--- config.mk ---
export PLATFORM = sky130hd
export DESIGN_NAME = fsk_word_out
export DESIGN_NICKNAME = d
export VERILOG_FILES = /design/src/rtl/fsk_out_pkg.sv /design/src/rtl/fsk_edge_sync.sv /design/src/rtl/fsk_frame_rx.sv /design/src/rtl/fsk_read_port.sv /design/src/rtl/fsk_word_out.sv
export SDC_FILE = /design/constraint.sdc
export NUM_CORES = 1
export LEC_CHECK = 0
export ABC_AREA = 1
export BUFFER_PORTS_ARGS = -buffer_cell sky130_fd_sc_hd__buf_4
export CAP_MARGIN = 0
export CORE_ASPECT_RATIO = 1.5
export CORE_MARGIN = 2
export CORE_UTILIZATION = 40
export DETAILED_ROUTE_END_ITERATION = 10
export SLEW_MARGIN = 30
export SYNTH_ARGS = -nofsm -noshare
export SYNTH_HDL_FRONTEND = slang
export SYNTH_SLANG_ARGS = --single-unit
--- constraint.sdc ---
create_clock -name clk -period 2.58 [get_ports clk]
set_input_delay 0.129 -clock clk [delete_from_list [all_inputs] [get_ports clk]]
set_output_delay 0.129 -clock clk [all_outputs]
set_load 0.02 [all_outputs]
--- src/rtl/fsk_out_pkg.sv ---
package fsk_out_pkg;

    typedef enum logic [1:0] {
        FR_IDLE  = 2'd0,
        FR_START = 2'd1,
        FR_DATA  = 2'd2,
        FR_STOP  = 2'd3
    } fr_state_e;

    // Idle level of the pass-through output when the channel is not qualified
    function automatic logic gate_idle(input logic active, input logic bit_in);
        return active ? bit_in : 1'b1;
    endfunction

endpackage

--- src/rtl/fsk_edge_sync.sv ---
module fsk_edge_sync #(
    parameter int STAGES = 2
) (
    input  logic clk,
    input  logic rst,
    input  logic async_in,
    output logic rise
);
    logic [STAGES:0] sh;

    always_ff @(posedge clk) begin
        if (rst) begin
            sh <= '0;
        end else begin
            sh <= {sh[STAGES-1:0], async_in};
        end
    end

    // sh[STAGES-1] is the synchronised level, sh[STAGES] its previous value
    assign rise = sh[STAGES-1] & ~sh[STAGES];

endmodule

--- src/rtl/fsk_frame_rx.sv ---
module fsk_frame_rx
    import fsk_out_pkg::*;
#(
    parameter int WORD_W       = 8,
    parameter int CLKS_PER_BIT = 32
) (
    input  logic              clk,
    input  logic              rst,
    input  logic              run,
    input  logic              rx_bit,
    output logic              word_valid,
    output logic [WORD_W-1:0] word
);
    localparam int CNT_W = $clog2(CLKS_PER_BIT);
    localparam int IDX_W = $clog2(WORD_W) + 1;
    localparam logic [CNT_W-1:0] HALF_LAST = CNT_W'(CLKS_PER_BIT / 2 - 1);
    localparam logic [CNT_W-1:0] FULL_LAST = CNT_W'(CLKS_PER_BIT - 1);
    localparam logic [IDX_W-1:0] IDX_LAST  = IDX_W'(WORD_W - 1);

    fr_state_e          st;
    logic [CNT_W-1:0]   cnt;
    logic [IDX_W-1:0]   idx;
    logic [WORD_W-1:0]  shreg;
    logic               prev;

    always_ff @(posedge clk) begin
        if (rst) begin
            st    <= FR_IDLE;
            cnt   <= '0;
            idx   <= '0;
            shreg <= '0;
            prev  <= 1'b1;
        end else if (!run) begin
            st   <= FR_IDLE;
            cnt  <= '0;
            idx  <= '0;
            prev <= rx_bit;
        end else begin
            prev <= rx_bit;
            unique case (st)
                FR_IDLE: begin
                    if (prev && !rx_bit) begin
                        st  <= FR_START;
                        cnt <= '0;
                    end
                end
                FR_START: begin
                    if (cnt == HALF_LAST) begin
                        cnt <= '0;
                        idx <= '0;
                        st  <= rx_bit ? FR_IDLE : FR_DATA;
                    end else begin
                        cnt <= cnt + 1'b1;
                    end
                end
                FR_DATA: begin
                    if (cnt == FULL_LAST) begin
                        cnt   <= '0;
                        shreg <= {rx_bit, shreg[WORD_W-1:1]};
                        if (idx == IDX_LAST) st <= FR_STOP;
                        else idx <= idx + 1'b1;
                    end else begin
                        cnt <= cnt + 1'b1;
                    end
                end
                FR_STOP: begin
                    if (cnt == FULL_LAST) begin
                        cnt <= '0;
                        st  <= FR_IDLE;
                    end else begin
                        cnt <= cnt + 1'b1;
                    end
                end
                default: st <= FR_IDLE;
            endcase
        end
    end

    assign word_valid = run && (st == FR_STOP) && (cnt == FULL_LAST) && rx_bit;
    assign word       = shreg;

endmodule

--- src/rtl/fsk_read_port.sv ---
module fsk_read_port #(
    parameter int WORD_W   = 8,
    parameter int HOLD_CYC = 16
) (
    input  logic              clk,
    input  logic              rst,
    input  logic              mode_sel,
    input  logic              load,
    input  logic [WORD_W-1:0] load_word,
    input  logic              rd_rise,
    output logic              data_bit,
    output logic              dr_n
);
    localparam int LEFT_W = $clog2(WORD_W + 1);
    localparam int HOLD_W = $clog2(HOLD_CYC + 1);
    localparam logic [HOLD_W-1:0] HOLD_LAST = HOLD_W'(HOLD_CYC - 1);

    typedef struct packed {
        logic [WORD_W-1:0] sreg;
        logic [LEFT_W-1:0] left;
        logic [HOLD_W-1:0] hold;
        logic              out_bit;
        logic              dr_n;
    } rd_state_t;

    rd_state_t s;

    always_ff @(posedge clk) begin
        if (rst) begin
            s.sreg    <= '0;
            s.left    <= '0;
            s.hold    <= '0;
            s.out_bit <= 1'b1;
            s.dr_n    <= 1'b1;
        end else if (load) begin
            s.sreg <= load_word;
            s.left <= LEFT_W'(WORD_W);
            s.hold <= '0;
            s.dr_n <= 1'b0;
        end else begin
            if (rd_rise && (s.left != '0)) begin
                s.out_bit <= s.sreg[0];
                s.sreg    <= s.sreg >> 1;
                s.left    <= s.left - 1'b1;
            end
            if (!s.dr_n) begin
                if (rd_rise || !mode_sel || (s.hold == HOLD_LAST)) s.dr_n <= 1'b1;
                else s.hold <= s.hold + 1'b1;
            end
        end
    end

    assign data_bit = s.out_bit;
    assign dr_n     = s.dr_n;

endmodule

--- src/rtl/fsk_word_out.sv ---
module fsk_word_out
    import fsk_out_pkg::*;
#(
    parameter int CLKS_PER_BIT = 32,
    parameter int WORD_W       = 8,
    parameter int SYNC_STAGES  = 2
) (
    input  logic clk,
    input  logic rst,
    input  logic mode_sel,
    input  logic fsk_en,
    input  logic carrier_n,
    input  logic demod_bit,
    input  logic host_clk,
    output logic data_out,
    output logic ready_n
);
    localparam int HOLD_CYC = CLKS_PER_BIT / 2;

    logic              active;
    logic              run;
    logic              dclk_rise;
    logic              word_valid;
    logic [WORD_W-1:0] word;
    logic              rd_bit;

    assign active = fsk_en & ~carrier_n;
    assign run    = mode_sel & active;

    fsk_edge_sync #(.STAGES(SYNC_STAGES)) u_sync (
        .clk      (clk),
        .rst      (rst),
        .async_in (host_clk),
        .rise     (dclk_rise)
    );

    fsk_frame_rx #(.WORD_W(WORD_W), .CLKS_PER_BIT(CLKS_PER_BIT)) u_rx (
        .clk        (clk),
        .rst        (rst),
        .run        (run),
        .rx_bit     (demod_bit),
        .word_valid (word_valid),
        .word       (word)
    );

    fsk_read_port #(.WORD_W(WORD_W), .HOLD_CYC(HOLD_CYC)) u_rd (
        .clk       (clk),
        .rst       (rst),
        .mode_sel  (mode_sel),
        .load      (word_valid),
        .load_word (word),
        .rd_rise   (dclk_rise),
        .data_bit  (rd_bit),
        .dr_n      (ready_n)
    );

    assign data_out = mode_sel ? rd_bit : gate_idle(active, demod_bit);

endmodule

After elaboration in Yosys (flattened, before gate mapping)
Index checks and enable logic that the tools add are counted.

Register bits after elaboration: 42. Output and inout port bits: 2.

Add/subtract/negate cells: 4. Eq/ne operators: 13. Multiplexer cells: 24. Bitwise gates (word level): 9. Reductions and logical operators: 21.

Operators by type and width (number): 5-bit 2-to-1 mux (5); 17-bit 2-to-1 mux (1); 5-bit case mux with 3 select lines (1); 12-bit 2-to-1 mux (1); 2-bit 2-to-1 mux (6); 4-bit 2-to-1 mux (3); 5-bit by 1-bit adder with 5-bit output, second input constant (2); 5-bit by 4-bit equality test with 1-bit output, second input constant (2); 2-bit by 1-bit inequality test with 1-bit output, second input constant (5); 2-bit case mux with 4 select lines (1); 4-bit case mux with 2 select lines (1); 1-bit NOT (6); 2-bit OR reduction (3); 5-bit equality test, second input constant (1); 1-bit logical AND (5); 1-bit 2-to-1 mux (5); 5-bit AND reduction (1); 4-bit by 1-bit adder with 4-bit output, second input constant (1); 2-bit equality test, second input constant (2); 4-bit by 3-bit equality test with 1-bit output, second input constant (1); 2-bit AND reduction (2); 4-bit AND reduction (1); 2-bit nonzero test (2); 4-bit nonzero test (1); other kinds (8) (12).

Logic depth before layout (Yosys ltp)
Word-level depth: 8. Depth in mapped cells: 13. Depth with buffers taken out: 12.

Hierarchy
Synthesis repeated with hierarchy kept, for this count alone.

Cells, all modules: 277. Area total of the unflattened synthesis: 2020.7 sq um.

By module, submodules not included: fsk_frame_rx (times used 1, cells an instance 133, area each 982.2 sq um); fsk_read_port (times used 1, cells an instance 127, area each 923.4 sq um); fsk_edge_sync (times used 1, cells an instance 10, area each 86.3 sq um); fsk_word_out (times used 1, cells an instance 7, area each 28.8 sq um).

Worst setup path before layout
No wires, ideal clock.

Kind: reg-to-reg. Start: register u_rx.cnt[0]. End: register u_rd.s[11] (netlist bit). Setup time: 109 ps. Arrival time: 1698 ps. Data required time: 2471 ps. Setup slack: 772 ps. Stages on the path, launching flop included: 13. Cells stage by stage: dfxtp_1 -> ha_1 -> inv_1 -> nor3_1 -> ha_1 -> nand2_1 -> nor2_1 -> nand2_1 -> buf_2 -> nand3_1 -> nand3_1 -> nand2_1 -> inv_1.

Cells in the longest elaborated chain, start to end: 4.

Ends and longest elaborated chain: start: declaration (line fsk_frame_rx.sv:21) `logic [CNT_W-1:0] cnt;`; start signal: assignment (line fsk_frame_rx.sv:53) `cnt <= cnt + 1'b1;`; start signal: assignment (line fsk_frame_rx.sv:63) `cnt <= cnt + 1'b1;`; start signal: assignment (line fsk_frame_rx.sv:71) `cnt <= cnt + 1'b1;`; 5-bit equality test (*) (line fsk_frame_rx.sv:79) `assign word_valid = run && (st == FR_STOP) && (cnt == FULL_LAST) && rx_bit;`; 1-bit logical AND (*) (2 in series) (line fsk_frame_rx.sv:79); 17-bit 2-to-1 mux / 2-bit nonzero test (equally long branches); end: declaration (line fsk_read_port.sv:26) `rd_state_t s;`.

Every way passes the cells marked *; elsewhere a longest branch is shown, timed or not. A chain may end at the register's enable or synchronous reset.

Final worst setup path
Start: register u_rx.cnt[0]. End: register u_rd.s[15] (netlist bit).

Same word-level chain as after synthesis.

==> flow_metrics.env <==
export IMPL_grt_max_degree=21
export IMPL_netlist_area_um2=2060
export IMPL_syn_inst=293
export IMPL_synth_area_mux_share_pct=0
export IMPL_worstPathBufferInverterCount=4
export IMPL_port_buffers=8
export IMPL_htreeDepth=2
export IMPL_r2r_start="u_rx.cnt[0]$_SDFFE_PP0N_"
export IMPL_vdd_drop_max_v=0.000311
export IMPL_power_density_nw_per_um2=497
export IMPL_hpwlAfterDp_um=2720
export IMPL_period_needed_ps=2040
export IMPL_path_clk_slew_ps=80
export IMPL_ys_types=26
export IMPL_drive_above_1_share_pct=9.90
export IMPL_ant_nets=0
export IMPL_netlist_top_cells_area="dfxtp_1, nand2_1, nand3_1, inv_1, nor2_1"
export IMPL_io_pins=9
export IMPL_criticalPathCategory="flip-flop to flip-flop"
export IMPL_area_growth_pct=9.80
export IMPL_cp_slowest_cell="dfxtp_1"
export IMPL_finalSetupViolations=0
export IMPL_synthSimpleGateAreaFrac_pct=32.1
export IMPL_holdCritPathClass="input pin to flip-flop"
export IMPL_start_util_pct=40.7
export IMPL_syn_avg_cell_area_um2=7.02
export IMPL_drtIter0Drc=74
export IMPL_core_um2=5040
export IMPL_postCtsSetupBuffers=0
export IMPL_gp_congestion=0.764
export IMPL_start_kind="flip-flop"
export IMPL_fill_cells=545
export IMPL_rsz0062_at_grt="no"
export IMPL_pre_cts_ws_ps=556
export IMPL_cp_end_kind="flip-flop"
export IMPL_cts_sinks=42
export IMPL_status="finished clean"
export IMPL_crit_fanout=20
export IMPL_yosys_area_share_xor_xnor_pct=0.426
export IMPL_row_count=32
export IMPL_drv_cap=0
export IMPL_slew_violations=0
export IMPL_cts_tree="yes"
export IMPL_antenna_found_initial=0
export IMPL_worst_slack_ps=542
export IMPL_yosysWarningCount=0
export IMPL_firstDrtPassIters=4
export IMPL_n_antenna_cell=0
export IMPL_finalSetupTns_ps=0
export IMPL_fin_nets=318
export IMPL_drc=0
export IMPL_fin_skew_ps=6.70
export IMPL_synth_top_area_share_pct=40.9
export IMPL_hp_start="rst"
export IMPL_crit_path_frequent_cell="nand2_1"
export IMPL_synth_compound_area_share_pct=10.2
export IMPL_crit_family="simple AND/OR/NAND/NOR gates"
export IMPL_synth_top_area_cell="dfxtp_1"
export IMPL_die_width_um=62.5
export IMPL_yosysSeqAreaShare_pct=40.9
export IMPL_worst_slew_pin_transition_ps=595
export IMPL_slew_headroom_pct=60.3
export IMPL_chipHeight_um=91.8
export IMPL_reg2reg_slack_ps=540
export IMPL_period_share_pct=79.0
export IMPL_layout_commonest_cell="nand2_1"
export IMPL_synth_top_family_by_area="simple AND/OR/NAND/NOR gates"
export IMPL_cts_buffers=5
export IMPL_ys_seq_elements=42
export IMPL_final_util_pct=44.7
export IMPL_clock_latency_ps=290
export IMPL_grt_pass1_vias=1689
export IMPL_r2r_end="u_rd.s[15]$_SDFFE_PP0P_"
export IMPL_synthAdderAreaFrac_pct=5.48
export IMPL_hold_depth=2
export IMPL_vias=1760
export IMPL_clk_path_buf_depth=2
export IMPL_root_buffer="clkbuf_8"
export IMPL_viasPerCell=4.74
export IMPL_cp_data_required_time_ps=2820
export IMPL_hold_violations=0
export IMPL_crit_chain="ha_1 -> inv_1 -> nor3_1 -> ha_1 -> nand2_1 -> nor2_1 -> nand2_1 -> buf_4 -> clkinv_4 -> nand2_1 -> nand3_1 -> nand2_1 -> inv_1"
export IMPL_mostFrequentLayoutCells="nand2_1, dfxtp_1, inv_1"
export IMPL_drt_total_wl_um=3660
export IMPL_r2r_cells=13
export IMPL_worstPathArrival_ps=2270
export IMPL_synth_fp_nets=309
export IMPL_ctsHoldBuffers=0
export IMPL_grt_overflow_total=0
export IMPL_ctsResizeCount=0
export IMPL_worstHoldEndpoint="u_sync.sh[2]$_SDFF_PP0_"
export IMPL_fmax_ghz=0.491
export IMPL_p_leak_nw=0.985
export IMPL_max_stage_delay_ps=400
export IMPL_wl_per_cell_um=9.88
export IMPL_grt_pass1_wl_um=6920
export IMPL_die_area_um2=5740
export IMPL_grt_usage_pct=14.7
## state kept, by name, summed over array words and instances (netlist names), named ones only
name           count
u_rx.idx           4
u_rd.dr_n          1
u_rx.cnt           5
u_rx.prev          1
u_rd.s            17
u_rx.st            1
u_rd.data_bit      1
u_rx.word          8
u_sync.sh          3
## Yosys cell counts
| master | number |
|---|---|
| nor2_1 | 33 |
| ha_1 | 9 |
| o21ai_0 | 14 |
| o21a_1 | 2 |
| buf_2 | 4 |
| nand3_2 | 1 |
| o21ai_1 | 2 |
| nand3b_1 | 1 |
| a22oi_1 | 1 |
| inv_1 | 41 |
| nor2_2 | 3 |
| nand4_1 | 3 |
| a211oi_2 | 1 |
| a21oi_1 | 19 |
| clkinv_4 | 1 |
| dfxtp_1 | 42 |
| nand2_4 | 1 |
| buf_6 | 1 |
| nor3_1 | 5 |
| xnor2_1 | 1 |
| nand2_1 | 59 |
| buf_4 | 1 |
| inv_2 | 5 |
| nand3_1 | 40 |
| nor2_4 | 2 |
| clkbuf_1 | 1 |
## per-layer routing
layer,up-vias,GRT usage (%),share of wire [%]
met5,-,0,0
met4,0,6.30,1.3
met3,4,3.80,2.2
met2,17,26.9,52
met1,788,15.7,44
li1,951,-,-
## where the power goes
part / internal (mW) / switching, mW / leakage, nW
clock network: 0.216 / 0.213 / 0.0482
registers: 0.651 / 0.00147 / 0.339
logic: 0.0142 / 0.0261 / 0.597
## layout make-up
class | count | area [um2] | area share (%)
multi-input combinational | 197 | 991 | 43.9
sequential | 42 | 841 | 37.3
inverter | 47 | 181 | 8.04
clock buffer | 7 | 86.3 | 3.82
tap | 68 | 85.1 | 3.77
timing repair buffer | 9 | 67.6 | 2.99
clock inverter | 1 | 5.00 | 0.222
## worst reg2reg max path: cells and delay by family (launching register included)
family	cells	cell delay [ps]
flops	1	400
fa+ha+maj	2	450
simple gates	7	690
buf+inv	4	420
## cell families (layout without fill, tap and decap cells)
family / after synthesis / after routing
xor+xnor: 1 / 1
flops: 42 / 42
compound gates: 39 / 39
buf+inv: 54 / 64
simple gates: 148 / 148
fa+ha+maj: 9 / 9
## metrics by stage
| stage | hold WS [ps] | area (um2) | std cells | power (mW) |
|---|---|---|---|---|
| detailed placement | 345 | 2170 | 363 | 0.708 |
| finish | 39.3 | 2260 | 371 | 1.12 |
| global route | 34.3 | 2260 | 371 | 1.18 |
| global placement | 331 | 2170 | 363 | 0.708 |
| CTS | 35.5 | 2260 | 371 | 1.15 |
| floorplan | 198 | 2060 | 293 | 0.691 |
## worst max-delay path by stage
stage | cells after the start | start | end | slack [ps]
5_1_grt | 13 | u_rx.cnt[0]$_SDFFE_PP0N_ | u_rd.s[17]$_SDFFE_PP0P_ | 280
3_3_place_gp | 13 | u_rx.cnt[0]$_SDFFE_PP0N_ | u_rd.s[14]$_SDFFE_PP0P_ | 600
6_report | 13 | u_rx.cnt[0]$_SDFFE_PP0N_ | u_rd.s[15]$_SDFFE_PP0P_ | 540
3_5_place_dp | 11 | u_rx.cnt[0]$_SDFFE_PP0N_ | u_rd.s[6]$_SDFFE_PP0P_ | 560
4_1_cts | 13 | u_rx.cnt[0]$_SDFFE_PP0N_ | u_rd.s[15]$_SDFFE_PP0P_ | 540
2_1_floorplan | 12 | u_rx.cnt[0]$_SDFFE_PP0N_ | u_rd.s[11]$_SDFFE_PP0P_ | 770
(Power assumes the default switching activity.)
